--- config.mk ---
export PLATFORM = sky130hd
export DESIGN_NAME = lamp_prio_ctrl
export DESIGN_NICKNAME = d
export VERILOG_FILES = /design/src/rtl/lamp_prio_pkg.sv /design/src/rtl/lpc_flags.sv /design/src/rtl/lpc_flasher.sv /design/src/rtl/lpc_mode_fsm.sv /design/src/rtl/lamp_prio_ctrl.sv
export SDC_FILE = /design/constraint.sdc
export NUM_CORES = 1
export LEC_CHECK = 0
export BUFFER_PORTS_ARGS = -buffer_cell sky130_fd_sc_hd__buf_2
export CAP_MARGIN = 20
export CORE_MARGIN = 1
export CORE_UTILIZATION = 51
export CTS_BUF_LIST = sky130_fd_sc_hd__clkbuf_16
export DETAILED_ROUTE_END_ITERATION = 10
export PLACE_DENSITY = 0.76
export SYNTH_ARGS = -nofsm -noshare
export SYNTH_HDL_FRONTEND = slang
export SYNTH_SLANG_ARGS = --single-unit
--- constraint.sdc ---
create_clock -name clk -period 1.5 [get_ports clk]
set_input_delay 0.225 -clock clk [delete_from_list [all_inputs] [get_ports clk]]
set_output_delay 0.225 -clock clk [all_outputs]
set_load 0.03 [all_outputs]
--- src/rtl/lamp_prio_pkg.sv ---
package lamp_prio_pkg;

    typedef enum logic [2:0] {
        MODE_SLEEP = 3'd0,
        MODE_BRAKE = 3'd1,
        MODE_EMERG = 3'd2,
        MODE_IDLE  = 3'd3,
        MODE_LEFT  = 3'd4,
        MODE_RIGHT = 3'd5
    } lamp_mode_e;

    typedef struct packed {
        logic brake;
        logic engine;
        logic emerg;
        logic left;
        logic right;
    } mode_flags_t;

endpackage

--- src/rtl/lpc_flags.sv ---
module lpc_flags
    import lamp_prio_pkg::*;
(
    input  logic        clk,
    input  logic        rst_n,
    input  logic        tick,
    input  logic        brake_in,
    input  logic        engine_in,
    input  logic        eng_timeout,
    input  logic        emg_press,
    input  logic        left_press,
    input  logic        right_press,
    input  logic        cancel_evt,
    output mode_flags_t flags_q,
    output mode_flags_t flags_d
);

    logic turn_l, turn_r;

    always_comb begin
        flags_d        = flags_q;
        flags_d.brake  = brake_in;
        if (engine_in)
            flags_d.engine = 1'b1;
        else if (eng_timeout)
            flags_d.engine = 1'b0;
        flags_d.emerg  = flags_q.emerg ^ emg_press;
        turn_l = flags_q.left  | left_press;
        turn_r = flags_q.right | right_press;
        if (cancel_evt || (turn_l && turn_r)) begin
            turn_l = 1'b0;
            turn_r = 1'b0;
        end
        flags_d.left   = turn_l;
        flags_d.right  = turn_r;
    end

    always_ff @(posedge clk or negedge rst_n) begin
        if (!rst_n)
            flags_q <= '0;
        else if (tick)
            flags_q <= flags_d;
    end

endmodule

--- src/rtl/lpc_flasher.sv ---
module lpc_flasher #(
    parameter int FLASH_TICKS = 8
) (
    input  logic clk,
    input  logic rst_n,
    input  logic tick,
    input  logic flashing_d,
    output logic phase_on
);

    localparam int CW = (FLASH_TICKS > 2) ? $clog2(FLASH_TICKS) : 1;
    localparam logic [CW-1:0] RELOAD = CW'(FLASH_TICKS - 1);

    logic [CW-1:0] cnt_q;

    always_ff @(posedge clk or negedge rst_n) begin
        if (!rst_n) begin
            cnt_q    <= RELOAD;
            phase_on <= 1'b1;
        end else if (tick) begin
            if (!flashing_d) begin
                cnt_q    <= RELOAD;
                phase_on <= 1'b1;
            end else if (cnt_q == '0) begin
                cnt_q    <= RELOAD;
                phase_on <= ~phase_on;
            end else begin
                cnt_q    <= cnt_q - 1'b1;
            end
        end
    end

endmodule

--- src/rtl/lpc_mode_fsm.sv ---
module lpc_mode_fsm
    import lamp_prio_pkg::*;
(
    input  logic        clk,
    input  logic        rst_n,
    input  logic        tick,
    input  mode_flags_t flags_d,
    input  logic        phase_on,
    output logic        front_left,
    output logic        front_right,
    output logic        rear_left,
    output logic        rear_right,
    output logic        pd_req
);

    lamp_mode_e state_q, state_d;

    always_comb begin
        if (flags_d.brake)
            state_d = MODE_BRAKE;
        else if (flags_d.emerg)
            state_d = MODE_EMERG;
        else if (!flags_d.engine)
            state_d = MODE_SLEEP;
        else if (flags_d.left)
            state_d = MODE_LEFT;
        else if (flags_d.right)
            state_d = MODE_RIGHT;
        else
            state_d = MODE_IDLE;
    end

    always_ff @(posedge clk or negedge rst_n) begin
        if (!rst_n)
            state_q <= MODE_SLEEP;
        else if (tick)
            state_q <= state_d;
    end

    always_comb begin
        front_left  = 1'b0;
        front_right = 1'b0;
        rear_left   = 1'b0;
        rear_right  = 1'b0;
        pd_req      = 1'b0;
        unique case (state_q)
            MODE_SLEEP: pd_req = 1'b1;
            MODE_BRAKE: begin
                rear_left  = 1'b1;
                rear_right = 1'b1;
            end
            MODE_EMERG: begin
                front_left  = phase_on;
                front_right = phase_on;
                rear_left   = phase_on;
                rear_right  = phase_on;
            end
            MODE_LEFT: begin
                front_left = phase_on;
                rear_left  = phase_on;
            end
            MODE_RIGHT: begin
                front_right = phase_on;
                rear_right  = phase_on;
            end
            MODE_IDLE: ;
            default: pd_req = 1'b1;
        endcase
    end

endmodule

--- src/rtl/lamp_prio_ctrl.sv ---
module lamp_prio_ctrl
    import lamp_prio_pkg::*;
#(
    parameter int FLASH_TICKS = 8
) (
    input  logic clk,
    input  logic rst_n,
    input  logic tick,
    input  logic brake_in,
    input  logic engine_in,
    input  logic eng_timeout,
    input  logic emg_press,
    input  logic left_press,
    input  logic right_press,
    input  logic cancel_evt,
    output logic front_left,
    output logic front_right,
    output logic rear_left,
    output logic rear_right,
    output logic pd_req
);

    mode_flags_t flags_q, flags_d;
    logic        phase_on;
    logic        flashing_d;

    assign flashing_d = flags_d.emerg | flags_d.left | flags_d.right;

    lpc_flags u_flags (
        .clk        (clk),
        .rst_n      (rst_n),
        .tick       (tick),
        .brake_in   (brake_in),
        .engine_in  (engine_in),
        .eng_timeout(eng_timeout),
        .emg_press  (emg_press),
        .left_press (left_press),
        .right_press(right_press),
        .cancel_evt (cancel_evt),
        .flags_q    (flags_q),
        .flags_d    (flags_d)
    );

    lpc_flasher #(.FLASH_TICKS(FLASH_TICKS)) u_flasher (
        .clk       (clk),
        .rst_n     (rst_n),
        .tick      (tick),
        .flashing_d(flashing_d),
        .phase_on  (phase_on)
    );

    lpc_mode_fsm u_fsm (
        .clk        (clk),
        .rst_n      (rst_n),
        .tick       (tick),
        .flags_d    (flags_d),
        .phase_on   (phase_on),
        .front_left (front_left),
        .front_right(front_right),
        .rear_left  (rear_left),
        .rear_right (rear_right),
        .pd_req     (pd_req)
    );

endmodule

==> metrics.csv <==
stage,metric,value,unit
flow_run,max_cap viols,0,
power_and_ir_drop,clock share of power,30.4,%
logic_synthesis,Syn Std Cell Area,679,um2
die,height of the die,38.5,um
grt,first-pass GRT wire length,2.12,mm
critical_path,worst reg-to-reg setup slack,120,ps
clock_network,worst skew pair latency,240,ps
sta,Least-Margin Pin Slew,330,ps
critical_path,"Max FO, Critical Path",2,
min_path,worst min path class,in -> reg,
logic_synthesis,register area share after synthesis,41.3,%
power_and_ir_drop,internal power,0.00106,W
final_layout,proportion of layout cells with a drive suffix above 1,45.7,%
die,DIE AREA,1480,um2
drt,routed wl met2,715,um
grt,vias in the first global route,515,
drt,vias per std cell,5.39,
critical_path,Crit path max-delay family,flip-flops,
drt,DR top layer,met4,
drt,# DRC,0,
place,I/O Buffers,14,
critical_path,"Arr. time, crit path",1380,ps
power_and_ir_drop,combinational power share,38.0,%
sta,RSZ-0062 raised after global routing,true,
sta,max frequency,625,MHz
drt,Initial DRC Count,13,
grt,initial antenna violation count,0,
sta,"Slew Viols, Final",0,
clock_network,htree depth,1,
grt,gr ovfl total,0,
clock_network,TritonCTS clock tree,yes,
logic_synthesis,number of distinct library cells after synthesis,27,
sta,final worst path period share,107,%
clock_network,clock transition at the registers of the reported paths,40,ps
sta,minimum clock period,1600,ps
drt,DRT antenna net count,0,
die,Initial Util,58.0,%
logic_synthesis,#FFs+latches synth,11,
clock_network,CTS Buf Count,3,
logic_synthesis,Synthesis Warnings,0,
power_and_ir_drop,Seq pwr share,31.6,%
logic_synthesis,syn_nets,85,
drt,wire per inst,13.0,um
clock_network,clock root cell,clkbuf_16,
drt,final WL,1.38,mm
final_layout,P&R area growth vs syn,39.4,%
drt,met1 WL,594,um
drt,drt first pass iters,4,
critical_path,WP data required,1270,ps
die,core area,1170,um2
clock_network,Longest Clk Path Bufs,2,
die,row cnt,12,
final_layout,Nets,105,
sta,final setup fails,1,
place,Post-DP HPWL,877,um
final_layout,n_diodes,0,
final_layout,fillers,67,
critical_path,crit path capture type,primary output,
logic_synthesis,Mapped Avg Cell Area,9.31,um2
outcome,status,"complete, but fails checks",
final_layout,"most common cell after layout, fill and taps aside",buf_2,
sta,Setup WS post-layout,-101,ps
sta,number of hold violations in the final report,0,
place,RD Place Congestion,0.709,
critical_path,"critical path, cell by cell",nand2_1 -> mux2_2 -> o21ai_2 -> buf_6,
logic_synthesis,cell count after synthesis,73,
power_and_ir_drop,power consumption,0.00157,W
critical_path,"Buf+Inv Stages, Crit Path",1,
power_and_ir_drop,maximum vdd ir drop,1.12,mV
grt,largest net degree at the start of global routing,19,
die,Ports,15,
critical_path,Critical-path top delay cell,dfstp_2,
sta,Worst slew margin,77.8,%
place,dpl ws,135,ps
drt,vias,571,
drt,met3 wire length,55,um
power_and_ir_drop,Net Sw Frac,32.7,%
grt,global-route usage over all layers,22.4,%
power_and_ir_drop,PwrDens,1660,nW/um2
critical_path,critical path's largest stage delay,540,ps
die,width of the die,38.5,um
clock_network,clk sinks,11,
power_and_ir_drop,Leakage Power,0.428,nW
outcome,failing checks,negative setup slack,
critical_path,Setup crit start kind,flop,
power_and_ir_drop,Net Sw Power,0.000515,W
sta,Clock Skew,4.80,ps
final_layout,most frequent cells in the layout,"buf_2, inv_1, a21oi_1, nor2_1, buf_6",
critical_path,Crit Path Category,reg -> out,
sequential cells by signal (all words and copies together), names as in the netlist:
name                count
u_flags.flags_q         4
u_flasher.cnt_q         3
u_fsm.state_q           3
u_flasher.phase_on      1
final timing paths:
kind | startpoint | endpoint | cells past startpoint
max | u_flasher.phase_on$_DFFE_PN1P_ | rear_left | 4
max in group asynchronous | rst_n | u_flasher.cnt_q[0]$_DFFE_PN1P_ | 2
min | left_press | u_flags.flags_q[0]$_DFFE_PN0P_ | 3
min reg2reg | u_flasher.cnt_q[1]$_DFFE_PN1P_ | u_flasher.cnt_q[1]$_DFFE_PN1P_ | 2
max reg2reg | u_flasher.cnt_q[0]$_DFFE_PN1P_ | u_flasher.phase_on$_DFFE_PN1P_ | 7
min in group asynchronous | rst_n | u_fsm.state_q[2]$_DFFE_PN0P_ | 2
power by group through the flow:
stage | Clock, W | Combinational (W) | Sequential (W)
detailed placement | 0 | 0.000471 | 0.000489
global route | 0.000509 | 0.000645 | 0.000510
floorplan | 0 | 0.000390 | 0.000456
CTS | 0.000487 | 0.000509 | 0.000488
finish | 0.000478 | 0.000599 | 0.000498
global placement | 0 | 0.000458 | 0.000483
per-layer routing:
metal | global-route usage [%] | vias to the layer above
li1 | - | 288
met1 | 22.2 | 267
met2 | 38.8 | 14
met3 | 8.72 | 2
met4 | 12.9 | 0
met5 | 0 | -
cells in the mapped netlist, drive strengths merged:
cell type | instances | share of area (%)
nor2 | 10 | 6.6
dfrtp | 7 | 26
a21oi | 6 | 4.4
inv | 6 | 3.3
nand2 | 5 | 2.8
o21ai | 5 | 4.2
buf | 4 | 2.9
dfstp | 4 | 15
xnor2 | 4 | 7.4
mux2 | 3 | 5.0
nor3b | 3 | 3.3
a31oi | 2 | 1.8
ha | 2 | 3.7
nand2b | 2 | 1.8
a21boi | 1 | 1.1
a22o | 1 | 1.3
a41oi | 1 | 1.3
and2 | 1 | 0.92
nand4bb | 1 | 1.7
nor2b | 1 | 0.92
nor4 | 1 | 0.92
o22a | 1 | 1.3
o31ai | 1 | 1.1
or3 | 1 | 0.92
tightest hold or removal path: cells and delay by family:
family                 cells  cell delay, ps
buffers and inverters      1              90
AND/OR/NAND/NOR            1             100
AO/OA/AOI/OAI              1              60
logic make-up (layout without fill, tap and decap cells):
kind of cell             after synthesis  in the layout  synth area share, %
AO/OA/AOI/OAI                         18             18                 16.6
multiplexers                           3              3                 4.97
flip-flops                            11             11                 41.3
buffers and inverters                 10             29                 6.26
XOR/XNOR                               4              4                 7.37
adder cells (fa/ha/maj)                2              2                 3.68
AND/OR/NAND/NOR                       25             25                 19.9
area by class of cell:
class / count / area [um2] / area share [%]
flip-flops and latches: 11 / 284 / 30.0
clock buffers: 3 / 75.1 / 7.93
multi-input cells: 52 / 399 / 42.1
inverters: 6 / 22.5 / 2.38
well taps: 14 / 17.5 / 1.85
clock inverters: 1 / 3.75 / 0.396
repair buffers: 19 / 145 / 15.3
metrics by stage:
| stage | std cells | cell area, um2 | hold WS [ps] | setup TNS [ps] | util, % |
|---|---|---|---|---|---|
| 2_1_floorplan | 73 | 688 | -70.6 | 0 | - |
| 3_3_place_gp | 98 | 763 | 104 | 0 | 65.2 |
| 3_5_place_dp | 98 | 763 | 110 | 0 | 65.2 |
| 4_1_cts | 103 | 865 | 276 | -187 | 73.8 |
| 5_1_grt | 106 | 947 | 292 | -201 | 80.9 |
| 6_report | 106 | 947 | 281 | -101 | 80.9 |
timing repair:
action                                 CTS  global route
setup buffers                            0             3
endpoints found under the hold margin    7             0
gates resized for setup                  5            16
hold buffers                             1             0
pin swaps                                0             1
setup endpoints to repair                4             5
(Power assumes the default switching activity.)
